===== src/rtl/irqm_pkg.sv =====
package irqm_pkg;
  localparam int unsigned LINES = 8;
  localparam int unsigned VEC_BITS = 8;

  typedef enum logic [1:0] {
    SEL_MASK = 2'd0,
    SEL_MODE = 2'd1,
    SEL_BASE = 2'd2,
    SEL_EOI  = 2'd3
  } reg_sel_e;
endpackage


===== src/rtl/irqm_first.sv =====
module irqm_first #(
  parameter int unsigned N     = 8,
  parameter int unsigned IDX_W = $clog2(N)
) (
  input  logic [N-1:0]     bits,
  output logic             found,
  output logic [IDX_W-1:0] idx
);
  always_comb begin
    found = |bits;
    idx   = '0;
    for (int i = N - 1; i >= 0; i--) begin
      if (bits[i]) idx = IDX_W'(i);
    end
  end
endmodule


===== src/rtl/irqm_line.sv =====
module irqm_line (
  input  logic clk,
  input  logic rst_n,
  input  logic irq,
  input  logic level_mode,
  input  logic clr,
  output logic pending
);
  logic irq_q;
  logic latch_q;
  logic rise;

  assign rise = irq & ~irq_q & ~level_mode;

  always_ff @(posedge clk) begin
    if (!rst_n) begin
      irq_q   <= 1'b0;
      latch_q <= 1'b0;
    end else begin
      irq_q   <= irq;
      latch_q <= (latch_q & ~clr) | rise;
    end
  end

  assign pending = level_mode ? irq_q : latch_q;


  edge_hold_chk: assert property (@(posedge clk) disable iff (!rst_n)
    (latch_q && !clr && !level_mode) |=> latch_q);
endmodule


===== src/rtl/irqm_regs.sv =====
module irqm_regs #(
  parameter int unsigned N      = irqm_pkg::LINES,
  parameter int unsigned BASE_W = 5
) (
  input  logic              clk,
  input  logic              rst_n,
  input  logic              wr,
  input  logic [1:0]        addr,
  input  logic [N-1:0]      wdata,
  output logic [N-1:0]      mask_q,
  output logic [N-1:0]      mode_q,
  output logic [BASE_W-1:0] base_q,
  output logic              eoi
);
  import irqm_pkg::*;

  reg_sel_e sel;
  assign sel = reg_sel_e'(addr);
  assign eoi = wr && (sel == SEL_EOI);

  always_ff @(posedge clk) begin
    if (!rst_n) begin
      mask_q <= '1;
      mode_q <= '0;
      base_q <= '0;
    end else if (wr) begin
      case (sel)
        SEL_MASK: mask_q <= wdata;
        SEL_MODE: mode_q <= wdata;
        SEL_BASE: base_q <= wdata[N-1 -: BASE_W];
        default:  ;
      endcase
    end
  end
endmodule


===== src/rtl/irqm_service.sv =====
module irqm_service #(
  parameter int unsigned N      = irqm_pkg::LINES,
  parameter int unsigned IDX_W  = $clog2(N),
  parameter int unsigned BASE_W = 5
) (
  input  logic                    clk,
  input  logic                    rst_n,
  input  logic                    ack,
  input  logic                    eoi,
  input  logic [N-1:0]            eligible,
  input  logic [BASE_W-1:0]       base,
  output logic                    int_req,
  output logic [N-1:0]            take,
  output logic                    vec_valid,
  output logic [BASE_W+IDX_W-1:0] vec
);
  logic [N-1:0]     isr_q;
  logic [N-1:0]     eoi_clr;
  logic             cand_found;
  logic [IDX_W-1:0] cand_idx;
  logic             top_found;
  logic [IDX_W-1:0] top_idx;
  logic             phase_q;
  logic [IDX_W-1:0] idx_q;
  logic             first_ack;
  logic             second_ack;

  irqm_first #(.N(N), .IDX_W(IDX_W)) u_cand (
    .bits(eligible), .found(cand_found), .idx(cand_idx));

  irqm_first #(.N(N), .IDX_W(IDX_W)) u_top (
    .bits(isr_q), .found(top_found), .idx(top_idx));

  assign int_req    = cand_found && (!top_found || (cand_idx < top_idx));
  assign first_ack  = ack && !phase_q;
  assign second_ack = ack && phase_q;

  always_comb begin
    take = '0;
    if (first_ack && int_req) take[cand_idx] = 1'b1;
    eoi_clr = '0;
    if (eoi && top_found) eoi_clr[top_idx] = 1'b1;
  end

  always_ff @(posedge clk) begin
    if (!rst_n) begin
      isr_q     <= '0;
      phase_q   <= 1'b0;
      idx_q     <= '0;
      vec_valid <= 1'b0;
      vec       <= '0;
    end else begin
      isr_q     <= (isr_q & ~eoi_clr) | take;
      vec_valid <= second_ack;
      if (ack) phase_q <= ~phase_q;
      if (first_ack) idx_q <= int_req ? cand_idx : '1;
      if (second_ack) vec <= {base, idx_q};
    end
  end


  take_sets_isr_chk: assert property (@(posedge clk) disable iff (!rst_n)
    (first_ack && int_req) |=> isr_q[$past(cand_idx)]);


  vec_pulse_chk: assert property (@(posedge clk) disable iff (!rst_n)
    vec_valid |=> !vec_valid);


  eoi_one_bit_chk: assert property (@(posedge clk) disable iff (!rst_n)
    (eoi && top_found && !first_ack) |=>
      ($countones(isr_q) + 1 == $countones($past(isr_q))));


  spurious_keep_chk: assert property (@(posedge clk) disable iff (!rst_n)
    (first_ack && !int_req && !eoi) |=> (isr_q == $past(isr_q)));
endmodule


===== src/rtl/irq_merge8.sv =====
module irq_merge8 #(
  parameter int unsigned N_LINES = irqm_pkg::LINES,
  parameter int unsigned VEC_W   = irqm_pkg::VEC_BITS
) (
  input  logic               clk,
  input  logic               rst_n,
  input  logic [N_LINES-1:0] irq_in,
  input  logic               reg_wr,
  input  logic [1:0]         reg_addr,
  input  logic [N_LINES-1:0] reg_wdata,
  input  logic               ack_in,
  output logic               int_out,
  output logic               vec_valid,
  output logic [VEC_W-1:0]   vec_out
);
  localparam int unsigned IDX_W  = $clog2(N_LINES);
  localparam int unsigned BASE_W = VEC_W - IDX_W;

  logic [N_LINES-1:0] mask_q;
  logic [N_LINES-1:0] mode_q;
  logic [BASE_W-1:0]  base_q;
  logic               eoi;
  logic [N_LINES-1:0] pending;
  logic [N_LINES-1:0] take;
  logic [N_LINES-1:0] eligible;

  irqm_regs #(.N(N_LINES), .BASE_W(BASE_W)) u_regs (
    .clk(clk), .rst_n(rst_n), .wr(reg_wr), .addr(reg_addr),
    .wdata(reg_wdata), .mask_q(mask_q), .mode_q(mode_q),
    .base_q(base_q), .eoi(eoi));

  for (genvar g = 0; g < N_LINES; g++) begin : g_line
    irqm_line u_line (
      .clk(clk), .rst_n(rst_n), .irq(irq_in[g]), .level_mode(mode_q[g]),
      .clr(take[g]), .pending(pending[g]));
  end

  assign eligible = pending & ~mask_q;

  irqm_service #(.N(N_LINES), .IDX_W(IDX_W), .BASE_W(BASE_W)) u_svc (
    .clk(clk), .rst_n(rst_n), .ack(ack_in), .eoi(eoi),
    .eligible(eligible), .base(base_q), .int_req(int_out),
    .take(take), .vec_valid(vec_valid), .vec(vec_out));


  masked_quiet_chk: assert property (@(posedge clk) disable iff (!rst_n)
    int_out |-> |(pending & ~mask_q));
endmodule


===== config.mk =====
export PLATFORM = sky130hd
export DESIGN_NAME = irq_merge8
export DESIGN_NICKNAME = d
export VERILOG_FILES = /design/src/rtl/irqm_pkg.sv /design/src/rtl/irqm_first.sv /design/src/rtl/irqm_line.sv /design/src/rtl/irqm_regs.sv /design/src/rtl/irqm_service.sv /design/src/rtl/irq_merge8.sv
export SDC_FILE = /design/constraint.sdc
export NUM_CORES = 1
export LEC_CHECK = 0
export ABC_AREA = 1
export CORE_MARGIN = 10
export CORE_UTILIZATION = 33
export CTS_CLUSTER_SIZE = 24
export DETAILED_ROUTE_END_ITERATION = 6
export GPL_TIMING_DRIVEN = 1
export HOLD_SLACK_MARGIN = 0.02
export RECOVER_POWER = 100
export SYNTH_ARGS = -nofsm -noshare
export SYNTH_HDL_FRONTEND = slang
export SYNTH_SLANG_ARGS = --single-unit
export TNS_END_PERCENT = 10

===== constraint.sdc =====
create_clock -name clk -period 4.6 [get_ports clk]
set_input_delay 1.38 -clock clk [delete_from_list [all_inputs] [get_ports clk]]
set_output_delay 1.38 -clock clk [all_outputs]
set_load 0.01 [all_outputs]

==> out/qor.yml, run 1 <==
worst_setup_path:
  rrSetupSlack_ns: 2.34
  crit_required_ns: 3.22
  crit_buf_inv: 3
  cp_slowest_stage_delay_ns: 0.60
  critical-path-top-delay-family: "buffers and inverters"
  reg2reg_to: "g_line[5].u_line.latch_q$_SDFF_PN0_"
  crit_chain: "a21oi_1 -> o21ai_1 -> nand2_1 -> nor2_1 -> o21ai_2 -> inv_1 -> ha_1 -> a21oi_1 -> nand2_2 -> nand2_4 -> nand2_4 -> inv_1 -> dlygate4sd3_1"
  crit_slowest_cell: "dlygate4sd3_1"
  r2r_start: "u_regs.mode_q[0]$_SDFFE_PN0P_"
  end_kind: "output port"
  crit_start: "u_regs.mode_q[0]$_SDFFE_PN0P_"
  path_max_fanout: 9
  start_kind: "flop"
  critical_path_arrival_ns: 2.82
  path_class: "flop to output port"
  r2r_cells: 13
placement:
  placed_cells: 463
  gp_congestion: 0.8315
  port_buffers: 31
  dpl_cell_area_um2: 2870
  hpwl_um: 4308
timing:
  rsz0062_at_grt: "no"
  period_share_pct: 91.28
  setup_viol: 0
  fin_tns_setup_ns: 0
  slew_headroom_pct: -1.850
  hold_viol_final: 0
  max_freq_ghz: 0.2382
  whs_ns: 0.4502
  finClkSkew_ns: 0.009416
  worst_pin_slew_ns: 1.528
  min_period_ns: 4.199
  finalMaxSlewViolations: 39
clocking:
  cts_resized: 0
  clock_tree.root_cell: "clkbuf_8"
  clkTransAtPathRegs_ns: 0.06
  cts_tree: "built"
  numCtsBuffers: 9
  clkLatencyLatePin_ns: 0.33
  h-tree-depth: 3
  cts_setup_buffers: 0
  cts.sinks: 58
  cts_hold_buf: 0
  ctsLongestPathBuffers: 2
status:
  status: "finished, violations left"
  violations: "max-capacitance violations, max-slew violations"
floorplan:
  core_um2: 7253
  die_height_um: 106.4
  die_area_um2: 11310
  fp.dieW_um: 106.4
  rows: 31
  io_pins: 32
  start_util_pct: 33.93
routing:
  wire_per_inst_um: 11.95
  drc: 0
  vias: 2194
  drt-pass1-iter-count: 4
  ant_nets: 0
  routed_wl_um: 5722
  drtIter0Drc: 85
  via_per_inst: 4.580
power:
  leakage_nw: 1.375
  powerDensity_nw_per_um2: 374.6
  ir_drop_mv: 0.1318
synth:
  ys_types: 25
  netlist_instances: 339
  syn_nets: 363
  yosys_warnings: 0
  avgSynthCellArea_um2: 7.260
  synth-seq-area-share_pct: 47.18
  synth_area_um2: 2461
  synth_seq_cells: 58
global_route:
  grtUsageTotal_pct: 10.46
  grt_overflow: 0
  grt_max_degree: 39
  antenna_found_initial: 0
  grt_pass1_vias: 2089
  grt_pass1_wl_um: 9701
run:
  max_cap_viol_count: 1
final_layout:
  layout_common_cells: "65 x nand2_1, 58 x dfxtp_1, 56 x inv_1"
  fillers: 778
  layout_commonest_cell: "nand2_1"
  final_layout_size_suffix_gt1_share_pct: 6.316
  final_nets: 399
  final_area_um2: 3064
  multi_input_area_um2: 1050
  register_area_um2: 1161
  num_antenna_cells: 0
  final_cell_count_no_fill: 479
  area_growth_pct: 24.50
hold_path:
  hp-class: "flop to flop"
  hold_depth: 2
  min_to: "u_regs.base_q[0]$_SDFFE_PN0P_"
  min_from: "u_regs.base_q[0]$_SDFFE_PN0P_"
-- how the worst max path moves through the flow --
stage	endpoint	cells past startpoint
3_3_place_gp	int_out	12
5_1_grt	u_svc.vec[0]$_SDFFE_PN0P_	6
6_report	int_out	13
3_5_place_dp	int_out	12
4_1_cts	int_out	12
2_1_floorplan	int_out	11
-- sequential cells by signal, summed over array words and instances (netlist names) --
register               flops
u_svc.vec_valid            1
g_line.u_line.irq_q        8
u_svc.isr_q                8
g_line.u_line.latch_q      8
u_regs.mode_q              8
u_svc.phase_q              1
u_regs.base_q              5
u_svc.idx_q                3
u_regs.mask_q              8
u_svc.vec                  8
-- stage by stage --
| stage | total power, mW | util, % | setup WS [ns] |
|---|---|---|---|
| finish | 1.148 | 42.25 | 0.4010 |
| floorplan | 0.6385 | - | 1.526 |
| detailed placement | 0.6882 | 39.57 | 0.8154 |
| global placement | 0.6858 | 39.57 | 0.8451 |
| CTS | 1.156 | 42.30 | 0.4459 |
| global route | 1.202 | 42.25 | 0.1622 |
-- cells by family after synthesis --
group           count (synthesis)  synth area share, %
compound gates                 80                16.73
fa+ha+maj                       2                1.017
buf+inv                        65                10.17
flops                          58                47.18
simple gates                  134                24.91
-- area by class of cell --
class | count | area share (%)
sequential | 58 | 37.89
tap | 99 | 4.042
clock buffer | 14 | 5.308
clock inverter | 2 | 1.143
timing repair buffer | 32 | 10.25
multi-input combinational | 216 | 34.26
inverter | 58 | 7.105
-- layer usage --
layer / GRT usage (%) / part of all wire, %
met1: 13.01 / 48
met2: 16.34 / 47
met3: 3.019 / 3.9
met4: 4.836 / 1.3
met5: 0 / 0
-- cell usage after synthesis --
master | number | share of area (%)
nand4_1 | 8 | 2.0
nor2_1 | 26 | 4.0
a21oi_1 | 42 | 8.5
ha_1 | 2 | 1.0
nand2_1 | 65 | 9.9
o21ai_0 | 33 | 6.7
o21ai_1 | 1 | 0.20
o31ai_1 | 1 | 0.31
o211ai_1 | 1 | 0.31
o21ai_2 | 1 | 0.36
nor2_2 | 1 | 0.25
nand4_2 | 1 | 0.51
nand3b_4 | 1 | 0.81
nand3_1 | 25 | 5.1
o21bai_1 | 1 | 0.31
nor3_1 | 1 | 0.20
nor2_4 | 1 | 0.46
dlygate4sd3_1 | 1 | 0.41
inv_2 | 1 | 0.15
nand2_2 | 3 | 0.76
inv_1 | 56 | 8.5
dfxtp_1 | 58 | 47
nand2_4 | 2 | 0.92
clkbuf_1 | 6 | 0.92
clkinv_1 | 1 | 0.15
-- report_power, final --
part | leakage, nW | internal [mW] | total (mW) | switching [mW]
clock | 0.101 | 0.280 | 0.473 | 0.193
sequential | 0.476 | 0.528 | 0.539 | 0.0111
combinational | 0.799 | 0.0544 | 0.136 | 0.0815
-- worst register-to-register path, cell delays in order, from the launching register on --
cell	delay, ns
dfxtp_1	0.35
a21oi_1	0.07
o21ai_1	0.15
nand2_1	0.12
nor2_1	0.23
o21ai_2	0.13
inv_1	0.09
ha_1	0.24
a21oi_1	0.18
nand2_2	0.09
nand2_4	0.11
nand4_1	0.17
nand2_1	0.11
a21oi_1	0.06
Note: power is estimated with default switching activity, not from simulation.
==> run 2: changes to the inputs <==
--- a/config.mk
+++ b/config.mk
@@ -7,11 +7,12 @@
 export LEC_CHECK = 0
 export ABC_AREA = 1
 export CORE_MARGIN = 10
-export CORE_UTILIZATION = 33
+export CORE_UTILIZATION = 45
 export CTS_CLUSTER_SIZE = 24
 export DETAILED_ROUTE_END_ITERATION = 6
 export GPL_TIMING_DRIVEN = 1
 export HOLD_SLACK_MARGIN = 0.02
+export PLACE_DENSITY = 0.67
 export RECOVER_POWER = 100
 export SYNTH_ARGS = -nofsm -noshare
 export SYNTH_HDL_FRONTEND = slang
==> out/qor.yml, run 2 (same netlist as run 1, synthesis figures left out) <==
final_layout:
  num_antenna_cells: 0
  final_core_util_pct: 58.10
  area_growth_pct: 22.88
  layout_commonest_cell: "nand2_1"
  register_area_um2: 1161
  fillers: 539
  final_cell_count_no_fill: 450
  final_layout_size_suffix_gt1_share_pct: 6.053
  final_nets: 399
  layout_common_cells: "65 x nand2_1, 58 x dfxtp_1, 56 x inv_1"
  multi_input_area_um2: 1046
hold_path:
  hp-class: "flop to flop"
routing:
  vias: 2188
  ant_nets: 0
  via_per_inst: 4.862
  drt-pass1-iter-count: 4
  wire_per_inst_um: 12.09
  drc: 0
  routed_wl_um: 5441
  drtIter0Drc: 127
timing:
  setup_viol: 0
  rsz0062_at_grt: "no"
  max_freq_ghz: 0.2411
  period_share_pct: 90.18
  min_period_ns: 4.148
  hold_viol_final: 0
  fin_tns_setup_ns: 0
  layout_setup_ws_ns: 0.4517
  slew_headroom_pct: -2.587
  worst_pin_slew_ns: 1.539
  finClkSkew_ns: 0.006270
  finalMaxSlewViolations: 39
power:
  powerDensity_nw_per_um2: 378.5
  leakage_nw: 1.372
  ir_drop_mv: 0.2376
  fin_total_pwr_mw: 1.144
placement:
  gp_congestion: 0.8358
  port_buffers: 31
  pre_cts_slack_ns: 0.8370
  hpwl_um: 4058
  placed_cells: 434
clocking:
  clock_tree.root_cell: "clkbuf_8"
  cts_resized: 0
  cts.sinks: 58
  ctsLongestPathBuffers: 2
  cts_setup_buffers: 0
  cts_hold_buf: 0
  numCtsBuffers: 9
  clkTransAtPathRegs_ns: 0.06
  h-tree-depth: 3
  cts_tree: "built"
  clkLatencyLatePin_ns: 0.34
worst_setup_path:
  critical-path-top-delay-family: "buffers and inverters"
  crit_slowest_cell: "clkdlybuf4s50_1"
  crit_buf_inv: 3
  critical_path_arrival_ns: 2.77
  start_kind: "flop"
  path_class: "flop to output port"
  crit_chain: "o21ai_0 -> nand2_1 -> nor2_1 -> o21ai_1 -> inv_1 -> ha_1 -> a21oi_1 -> nand2_2 -> nand2_4 -> nand2_4 -> inv_1 -> clkdlybuf4s50_1"
  end_kind: "output port"
  path_max_fanout: 9
  crit_required_ns: 3.22
  cp_slowest_stage_delay_ns: 0.52
global_route:
  grt.busiest_layer: "met2"
  gr-usage-met2_pct: 19.82
  grt_pass1_vias: 2067
  met1_usage_pct: 16.56
  grt_pass1_wl_um: 9280
  grt_max_degree: 39
  grt_overflow: 0
  gr-usage-met3_pct: 3.837
  antenna_found_initial: 0
  grtUsageTotal_pct: 13.25
floorplan:
  fp.dieW_um: 93.96
  start_util_pct: 47.28
  rows: 26
  core_um2: 5205
  die_height_um: 93.96
  io_pins: 32
  die_area_um2: 8828
run:
  max_cap_viol_count: 1
status:
  status: "finished, violations left"
  violations: "max-capacitance violations, max-slew violations"
run 2: cell counts in the layout (fill, tap and decap cells not counted):
No cell type changed its count.
run 2: per-stage QoR:
step           area [µm²]  hold slack, ns
2_1_floorplan        2461          0.4246
5_1_grt              3024          0.4869
3_5_place_dp         2834          0.4465
4_1_cts              3032          0.4557
6_report             3024          0.4533
3_3_place_gp         2834          0.4356
run 2: power by group:
group | switching [mW] | internal (mW) | leakage, nW | total [mW]
sequential | 0.0117 | 0.528 | 0.476 | 0.540
clock | 0.191 | 0.279 | 0.101 | 0.471
combinational | 0.0794 | 0.0546 | 0.796 | 0.134
run 2: final timing paths:
kind	start	to	slack, ns	cells past startpoint
max	u_regs.mode_q[2]$_SDFFE_PN0P_	int_out	0.45	12
min	u_regs.base_q[3]$_SDFFE_PN0P_	u_regs.base_q[3]$_SDFFE_PN0P_	0.45	2
max reg2reg	u_regs.mode_q[2]$_SDFFE_PN0P_	g_line[4].u_line.latch_q$_SDFF_PN0_	2.30	12
min reg2reg	u_regs.base_q[3]$_SDFFE_PN0P_	u_regs.base_q[3]$_SDFFE_PN0P_	0.45	2
run 2: cell type report:
type | instances | area share, %
Clock buffer | 14 | 5.379
Clock inverter | 2 | 1.158
Inverter | 58 | 7.199
Multi-Input combinational cell | 216 | 34.59
Sequential cell | 58 | 38.39
Tap cell | 70 | 2.896
Timing Repair Buffer | 32 | 10.38
run 2: metal layers:
metal / vias up / routed length, µm
met5: - / 0
met1: 978 / 2624
met4: 0 / 113
met2: 39 / 2428
met3: 9 / 274
li1: 1162 / -
run 2: tightest hold or removal path: stages (launching register included):
cell     delay [ns]
dfxtp_1        0.30
inv_1          0.06
a21oi_1        0.05
==> run 3: changes to the inputs <==
--- a/config.mk
+++ b/config.mk
@@ -14,6 +14,7 @@
 export HOLD_SLACK_MARGIN = 0.02
 export PLACE_DENSITY = 0.67
 export RECOVER_POWER = 100
+export SKIP_LAST_GASP = 1
 export SYNTH_ARGS = -nofsm -noshare
 export SYNTH_HDL_FRONTEND = slang
 export SYNTH_SLANG_ARGS = --single-unit
==> results of run 3 <==
The final DEF is identical to that of run 2; final timing and power are the same.
